### src/rtl/cwd_pkg.sv
package cwd_pkg;

    localparam int unsigned WORD_W   = 32;
    localparam int unsigned SIZE_W   = 5;
    localparam int unsigned LG_W     = 5;

    typedef enum logic [1:0] {
        SPACE_COMMON = 2'b00,
        SPACE_RSVD   = 2'b01,
        SPACE_ATTR   = 2'b10,
        SPACE_IO     = 2'b11
    } space_e;

    typedef struct packed {
        logic [SIZE_W-1:0] size_code;  // 31:27
        logic [6:0]        spare_hi;   // 26:20
        logic [3:0]        hold;       // 19:16
        logic [3:0]        setup;      // 15:12
        logic [4:0]        strobe;     // 11:7
        logic              wide;       // 6
        logic              spare_lo;   // 5
        space_e            space;      // 4:3
        logic              slot;       // 2
        logic              wp;         // 1
        logic              enable;     // 0
    } opt_word_t;

    typedef struct packed {
        logic            legal;
        logic [LG_W-1:0] lg;
    } size_info_t;

    typedef struct packed {
        logic       slot;
        space_e     space;
        logic       wide;
        logic       wp;
        logic [4:0] strobe;
        logic [3:0] setup;
        logic [3:0] hold;
    } win_attr_t;

    function automatic size_info_t decode_size(input logic [SIZE_W-1:0] code);
        size_info_t r;
        r.legal = 1'b1;
        unique case (code)
            5'd0:  r.lg = 5'd0;
            5'd1:  r.lg = 5'd1;
            5'd2:  r.lg = 5'd3;
            5'd3:  r.lg = 5'd2;
            5'd4:  r.lg = 5'd7;
            5'd5:  r.lg = 5'd6;
            5'd6:  r.lg = 5'd4;
            5'd7:  r.lg = 5'd5;
            5'd8:  r.lg = 5'd15;
            5'd9:  r.lg = 5'd14;
            5'd10: r.lg = 5'd12;
            5'd11: r.lg = 5'd13;
            5'd12: r.lg = 5'd8;
            5'd13: r.lg = 5'd9;
            5'd14: r.lg = 5'd11;
            5'd15: r.lg = 5'd10;
            5'd20: r.lg = 5'd24;
            5'd21: r.lg = 5'd25;
            5'd23: r.lg = 5'd26;
            5'd24: r.lg = 5'd16;
            5'd25: r.lg = 5'd17;
            5'd26: r.lg = 5'd19;
            5'd27: r.lg = 5'd18;
            5'd28: r.lg = 5'd23;
            5'd29: r.lg = 5'd22;
            5'd30: r.lg = 5'd20;
            5'd31: r.lg = 5'd21;
            default: begin
                r.legal = 1'b0;
                r.lg    = 5'd0;
            end
        endcase
        return r;
    endfunction

    function automatic win_attr_t attr_of(input opt_word_t o);
        win_attr_t a;
        a.slot   = o.slot;
        a.space  = o.space;
        a.wide   = o.wide;
        a.wp     = o.wp;
        a.strobe = o.strobe;
        a.setup  = o.setup;
        a.hold   = o.hold;
        return a;
    endfunction

endpackage

### src/rtl/cwd_regfile.sv
module cwd_regfile
    import cwd_pkg::*;
#(
    parameter int unsigned NUM_WIN = 8,
    parameter int unsigned DATA_W  = 32
) (
    input  logic                              clk,
    input  logic                              rst,
    input  logic                              wr_en,
    input  logic [$clog2(2*NUM_WIN)-1:0]      wr_addr,
    input  logic [DATA_W-1:0]                 wr_data,
    input  logic [$clog2(2*NUM_WIN)-1:0]      rd_addr,
    output logic [DATA_W-1:0]                 rd_data,
    output logic [NUM_WIN-1:0][DATA_W-1:0]    base_q,
    output logic [NUM_WIN-1:0][DATA_W-1:0]    opt_q
);
    localparam int unsigned RA_W  = $clog2(2*NUM_WIN);
    localparam int unsigned IDX_W = RA_W - 1;

    logic [IDX_W-1:0] wr_idx;
    logic [IDX_W-1:0] rd_idx;
    assign wr_idx = wr_addr[RA_W-1:1];
    assign rd_idx = rd_addr[RA_W-1:1];

    for (genvar w = 0; w < NUM_WIN; w++) begin : g_win
        always_ff @(posedge clk) begin
            if (rst) begin
                base_q[w] <= '0;
                opt_q[w]  <= '0;
            end else if (wr_en && (wr_idx == IDX_W'(w))) begin
                if (wr_addr[0]) opt_q[w]  <= wr_data;
                else            base_q[w] <= wr_data;
            end
        end
    end

    always_comb begin
        rd_data = rd_addr[0] ? opt_q[rd_idx] : base_q[rd_idx];
    end

    // an option write is visible in storage on the next cycle
    a_r1_opt_written: assert property (@(posedge clk) disable iff (rst)
        (wr_en && wr_addr[0]) |=> (opt_q[$past(wr_idx)] == $past(wr_data)));

    // a base write is visible in storage on the next cycle
    a_r1_base_written: assert property (@(posedge clk) disable iff (rst)
        (wr_en && !wr_addr[0]) |=> (base_q[$past(wr_idx)] == $past(wr_data)));

endmodule

### src/rtl/cwd_win_match.sv
module cwd_win_match
    import cwd_pkg::*;
#(
    parameter int unsigned ADDR_W = 32
) (
    input  logic [ADDR_W-1:0] addr,
    input  logic [WORD_W-1:0] base,
    input  logic [WORD_W-1:0] opt,
    output logic              match
);
    opt_word_t         o;
    size_info_t        si;
    logic [ADDR_W-1:0] keep_mask;
    logic [ADDR_W-1:0] diff;

    always_comb begin
        o         = opt_word_t'(opt);
        si        = decode_size(o.size_code);
        keep_mask = {ADDR_W{1'b1}} << si.lg;
        diff      = (addr ^ base[ADDR_W-1:0]) & keep_mask;
        match     = o.enable && si.legal && (diff == '0);
    end

endmodule

### src/rtl/cwd_prio.sv
module cwd_prio #(
    parameter int unsigned N = 8
) (
    input  logic [N-1:0]         req,
    output logic [N-1:0]         grant,
    output logic [$clog2(N)-1:0] idx,
    output logic                 any
);
    always_comb begin
        grant = '0;
        idx   = '0;
        any   = 1'b0;
        for (int i = N - 1; i >= 0; i--) begin
            if (req[i]) begin
                grant = '0;
                grant[i] = 1'b1;
                idx   = $clog2(N)'(i);
                any   = 1'b1;
            end
        end
    end

endmodule

### src/rtl/card_window_decoder.sv
module card_window_decoder
    import cwd_pkg::*;
#(
    parameter int unsigned NUM_WIN = 8,
    parameter int unsigned ADDR_W  = 32,
    localparam int unsigned RA_W   = $clog2(2*NUM_WIN),
    localparam int unsigned IDX_W  = $clog2(NUM_WIN)
) (
    input  logic              clk,
    input  logic              rst,
    input  logic              reg_wr_en,
    input  logic [RA_W-1:0]   reg_wr_addr,
    input  logic [31:0]       reg_wr_data,
    input  logic [RA_W-1:0]   reg_rd_addr,
    output logic [31:0]       reg_rd_data,
    input  logic              acc_valid,
    input  logic              acc_write,
    input  logic [ADDR_W-1:0] acc_addr,
    output logic              res_valid,
    output logic              res_hit,
    output logic [IDX_W-1:0]  res_win,
    output logic              res_slot,
    output logic [1:0]        res_space,
    output logic              res_wide,
    output logic              res_wp,
    output logic [4:0]        res_strobe,
    output logic [3:0]        res_setup,
    output logic [3:0]        res_hold,
    output logic              cycle_start,
    output logic              wp_err
);
    logic [NUM_WIN-1:0][WORD_W-1:0] base_q;
    logic [NUM_WIN-1:0][WORD_W-1:0] opt_q;
    logic [NUM_WIN-1:0]             match;
    logic [NUM_WIN-1:0]             grant;
    logic [IDX_W-1:0]               sel_idx;
    logic                           any_hit;
    win_attr_t                      sel_attr;
    logic                           blocked;

    cwd_regfile #(.NUM_WIN(NUM_WIN), .DATA_W(WORD_W)) u_regs (
        .clk     (clk),
        .rst     (rst),
        .wr_en   (reg_wr_en),
        .wr_addr (reg_wr_addr),
        .wr_data (reg_wr_data),
        .rd_addr (reg_rd_addr),
        .rd_data (reg_rd_data),
        .base_q  (base_q),
        .opt_q   (opt_q)
    );

    for (genvar w = 0; w < NUM_WIN; w++) begin : g_match
        cwd_win_match #(.ADDR_W(ADDR_W)) u_match (
            .addr  (acc_addr),
            .base  (base_q[w]),
            .opt   (opt_q[w]),
            .match (match[w])
        );

        // a cleared option word never produces a match
        a_r6_zero_opt_idle: assert property (@(posedge clk) disable iff (rst)
            (opt_q[w] == '0) |-> !match[w]);
    end

    cwd_prio #(.N(NUM_WIN)) u_prio (
        .req   (match),
        .grant (grant),
        .idx   (sel_idx),
        .any   (any_hit)
    );

    always_comb begin
        sel_attr = attr_of(opt_word_t'(opt_q[sel_idx]));
        blocked  = acc_write && sel_attr.wp;
    end

    always_ff @(posedge clk) begin
        if (rst) begin
            res_valid   <= 1'b0;
            res_hit     <= 1'b0;
            res_win     <= '0;
            res_slot    <= 1'b0;
            res_space   <= 2'b00;
            res_wide    <= 1'b0;
            res_wp      <= 1'b0;
            res_strobe  <= '0;
            res_setup   <= '0;
            res_hold    <= '0;
            cycle_start <= 1'b0;
            wp_err      <= 1'b0;
        end else begin
            res_valid   <= acc_valid;
            res_hit     <= acc_valid && any_hit;
            cycle_start <= acc_valid && any_hit && !blocked;
            wp_err      <= acc_valid && any_hit && blocked;
            if (acc_valid && any_hit) begin
                res_win    <= sel_idx;
                res_slot   <= sel_attr.slot;
                res_space  <= sel_attr.space;
                res_wide   <= sel_attr.wide;
                res_wp     <= sel_attr.wp;
                res_strobe <= sel_attr.strobe;
                res_setup  <= sel_attr.setup;
                res_hold   <= sel_attr.hold;
            end else begin
                res_win    <= '0;
                res_slot   <= 1'b0;
                res_space  <= 2'b00;
                res_wide   <= 1'b0;
                res_wp     <= 1'b0;
                res_strobe <= '0;
                res_setup  <= '0;
                res_hold   <= '0;
            end
        end
    end

    // at most one window is granted
    a_r7_grant_onehot: assert property (@(posedge clk) disable iff (rst)
        $onehot0(grant));

    // no matching window sits below the granted one
    a_r7_grant_lowest: assert property (@(posedge clk) disable iff (rst)
        any_hit |-> (((grant - NUM_WIN'(1)) & match) == '0));

    // an error pulse never comes with a cycle start
    a_r10_err_excl_start: assert property (@(posedge clk) disable iff (rst)
        !(wp_err && cycle_start));

    // an error pulse only follows a write access
    a_r10_err_after_write: assert property (@(posedge clk) disable iff (rst)
        wp_err |-> $past(acc_valid && acc_write));

    // a cycle start implies a reported hit
    a_r11_start_has_hit: assert property (@(posedge clk) disable iff (rst)
        cycle_start |-> (res_hit && res_valid));

    // results are quiet on the first cycle out of reset
    a_r2_quiet_after_reset: assert property (@(posedge clk) disable iff (rst)
        $fell(rst) |-> (!res_hit && !wp_err && !cycle_start));

endmodule

### config.mk
export PLATFORM = sky130hd
export DESIGN_NAME = card_window_decoder
export DESIGN_NICKNAME = d
export VERILOG_FILES = /design/src/rtl/cwd_pkg.sv /design/src/rtl/cwd_regfile.sv /design/src/rtl/cwd_win_match.sv /design/src/rtl/cwd_prio.sv /design/src/rtl/card_window_decoder.sv
export SDC_FILE = /design/constraint.sdc
export NUM_CORES = 2
export LEC_CHECK = 0
export BUFFER_PORTS_ARGS = -buffer_cell sky130_fd_sc_hd__buf_2
export CAP_MARGIN = 20
export CELL_PAD_IN_SITES_DETAIL_PLACEMENT = 0
export CELL_PAD_IN_SITES_GLOBAL_PLACEMENT = 1
export CORE_UTILIZATION = 46
export CTS_CLUSTER_SIZE = 14
export DETAILED_ROUTE_END_ITERATION = 7
export GPL_TIMING_DRIVEN = 1
export PLACE_DENSITY = 0.85
export SLEW_MARGIN = 20
export SYNTH_ARGS = -nofsm -noshare
export SYNTH_HDL_FRONTEND = slang
export SYNTH_SLANG_ARGS = --single-unit
export TNS_END_PERCENT = 1
### constraint.sdc
create_clock -name clk -period 4.8 [get_ports clk]
set_clock_uncertainty 0.05 [all_clocks]
set_input_delay 0.96 -clock clk [delete_from_list [all_inputs] [get_ports clk]]
set_output_delay 0.96 -clock clk [all_outputs]
set_load 0.01 [all_outputs]
==> flow_summary.ini <==
[min_path]
min-delay-start = u_regs.opt_q[89]
hold_end = u_regs.opt_q[89]
whs_path_depth = 2
hold_class = flop to flop

[route]
wl_per_cell_microns = 27.00
wl_met2_microns = 55130
viasPerCell = 6.287
drc_errors = 0
drt-met1-wl_microns = 49020
drt_iter0_drc = 4430
routed.top_layer = met5
dr_wl_met3_microns = 15110
vias = 29108
ant_nets = 0
firstDrtPassIters = 6
wirelength_microns = 125000

[grt]
grt_pass1_wl_microns = 182000
grt_overflow = 0
grt_pass1_vias = 26607
antenna_found_initial = 10
grt.total_usage = 0.3644
grt_max_degree = 206

[clock_tree]
hold_buffers = 0
cts.path.max_buffers = 3
cts_setup_buffers = 0
cts_tree = done
cts.htree.levels = 2
numCtsBuffers = 57
clk_pin_slew_ps = 70
root_buffer = clkbuf_16
cts_sinks = 537
clk_latency_ps = 650
ctsResizeCount = 0

[floorplanning]
core_sq_um = 65630
rows = 94
ioPinCount = 134
start_util = 0.4645
die-height_microns = 259.4
dieArea_sq_um = 67310
die_w_microns = 259.4

[sta]
hold_viol_final = 0
fmax_mhz = 218.8
setup_viol = 0
final.setup.tns_ps = 0
min_period_ps = 4570
slew_violations = 0
whs_ps = 401.5
slew_headroom = 0.1988
rsz0062_at_grt = false
tightest_slew_ps = 1199
post-route-period-util = 0.9520

[worst_setup_path]
endpoint_kind = flop
path_class = flop to flop
cp-start-kind = flop
rrSetupSlack_ps = 230
cp-startpoint = u_regs.opt_q[219]
timing.rr.end = cycle_start
crit_chain = inv_1, o21ai_0, a31oi_1, or4_1, nor4_1, a211oi_1, o22a_2, o21ai_1, mux2_2, a2111oi_0, nor3_1
reg2reg_from = u_regs.opt_q[219]
slowest_delay_ps = 650
ff2ff_path_depth = 11
crit_path_top_delay_cell = or4_1
cp_max_fo = 13
cp.required_ps = 5280
worstPathArrival_ps = 5050

[place]
dp.cells = 4521
gp_congestion = 1.082
place_hpwl_microns = 86160
io_buffers = 133

[logic_synthesis]
synth_nets = 3884
synth_area_per_cell_sq_um = 8.008
synthTopCellsByArea = dfxtp_1 35%, nand2_1 14%, mux4_2 12%, a21oi_1 9.8%, xnor2_1 4.2%
netlist.area_leader.share = 0.3526
synth_cells = 3807
yosysSeqAreaShare = 0.3526
synth-edff-count = 0
ys.flop_type = dfxtp_1
yosysTopAreaCell = dfxtp_1
synthesis.area_sq_um = 30490
async_flop_share = 0
ys_ff_latch = 537
yosysWarnings = 0
ys_types = 90

[pwr]
peakVddDrop_mv = 0.2708
p_leak_nw = 11.19
design_power_total_w = 0.01023
p_per_area_nw_per_um2 = 304.0

[finish]
drive_gt1_frac = 0.1485
areaGrowthSynthToFinish_pct = 10.41
nFillCells = 6270
fin_nets = 3793
fin_cells = 4630

[outcome]
status = completed

[run]
max_cap_viol_count = 0
worst max-delay path, delay by kind of cell, from the launching register on:
| family | cells | cell delay, ps |
|---|---|---|
| AOI/OAI and AO/OA | 6 | 1880 |
| buffers and inverters | 1 | 180 |
| DFF | 1 | 610 |
| muxes | 1 | 390 |
| and+or+nand+nor | 3 | 1340 |
metrics by stage:
stage	utilization	worst slack (ps)	cell area, sq um
after global routing	0.5128	33.65	33660
after floorplan	-	729.5	30490
after global placement	0.4828	298.4	31680
after detailed placement	0.4828	229.9	31680
final	0.5129	230.5	33660
after CTS	0.5128	355.6	33650
state kept, by name, indices dropped and copies added, names as in the netlist:
name / flops
res_wp: 1
wp_err: 1
cycle_start: 1
res_hit: 1
res_space: 2
res_win: 3
res_hold: 4
res_slot: 1
res_strobe: 5
res_wide: 1
res_setup: 4
u_regs.opt_q: 256
res_valid: 1
u_regs.base_q: 256
where the power goes:
part | switching, W | internal, W
logic | 0.000684 | 0.000311
clock network | 0.00200 | 0.00267
registers | 0.0000581 | 0.00451
cell usage after synthesis (10+ instances only):
library cell / instances
clkbuf_1: 295
xnor2_1: 146
o211ai_1: 12
dfxtp_1: 537
mux4_2: 160
o22ai_1: 25
mux2_2: 22
nor3_1: 23
nand2_1: 1136
nor2b_1: 27
nand4_1: 15
nand3_1: 56
inv_1: 25
a211oi_1: 11
mux2i_1: 24
a21oi_1: 597
xor2_1: 117
nor2_1: 56
a32oi_1: 15
nor4_1: 14
nand2b_1: 61
a2bb2oi_1: 10
a31oi_1: 22
o21ai_0: 72
a2111oi_0: 11
a22oi_1: 29
a21o_1: 16
buf_1: 21
buf_2: 55
or4_1: 11
final cells by class:
cell class	count	area [sq um]	share of cell area
clock buffers	82	1692	0.05026
diodes	1	2.502	0.00007435
clock inverters	26	277.8	0.008252
multi-input cells	2860	18150	0.5393
flip-flops and latches	537	10750	0.3194
well taps	864	1081	0.03212
inverters	25	93.84	0.002788
repair buffers	235	1610	0.04784
how the worst max path moves through the flow:
stage                                  to  depth (start not counted)  slack (ps)
after floorplan           reg_rd_data[27]                          4         730
after global placement        cycle_start                         11         300
after detailed placement      cycle_start                         11         230
after CTS                          wp_err                         11         360
after global routing          cycle_start                         11          30
final                         cycle_start                         11         230
cells in the final DEF, fill, tap and decap left out, drive strengths merged, types with 17 or more instances in the layout:
master     n
xor2     117
nor2      57
mux4     160
inv       27
dfxtp    537
buf      235
nand2   1136
nor2b     27
mux2i     24
a31oi     22
nor3      23
xnor2    146
nand2b    61
a21oi    599
clkinv    17
o21ai     77
mux2      22
nand3     57
o22ai     25
a22oi     29
clkbuf    82
cells by family (layout without fill, tap and decap cells):
family,Yosys count,after routing,synth area share
simple gates,1468,1468,0.2046
buf+inv,410,368,0.05557
compound gates,923,923,0.1775
xor+xnor,263,263,0.07556
flops,537,537,0.3526
mux,206,206,0.1342
other cells,0,1,0
metal layers:
metal  GRT usage  vias up
met2      0.5510     1782
li1            -    12951
met5           0        -
met3     0.08202      309
met1      0.5000    14050
met4      0.1508       16
No activity file was read; power rests on OpenSTA's default activity.
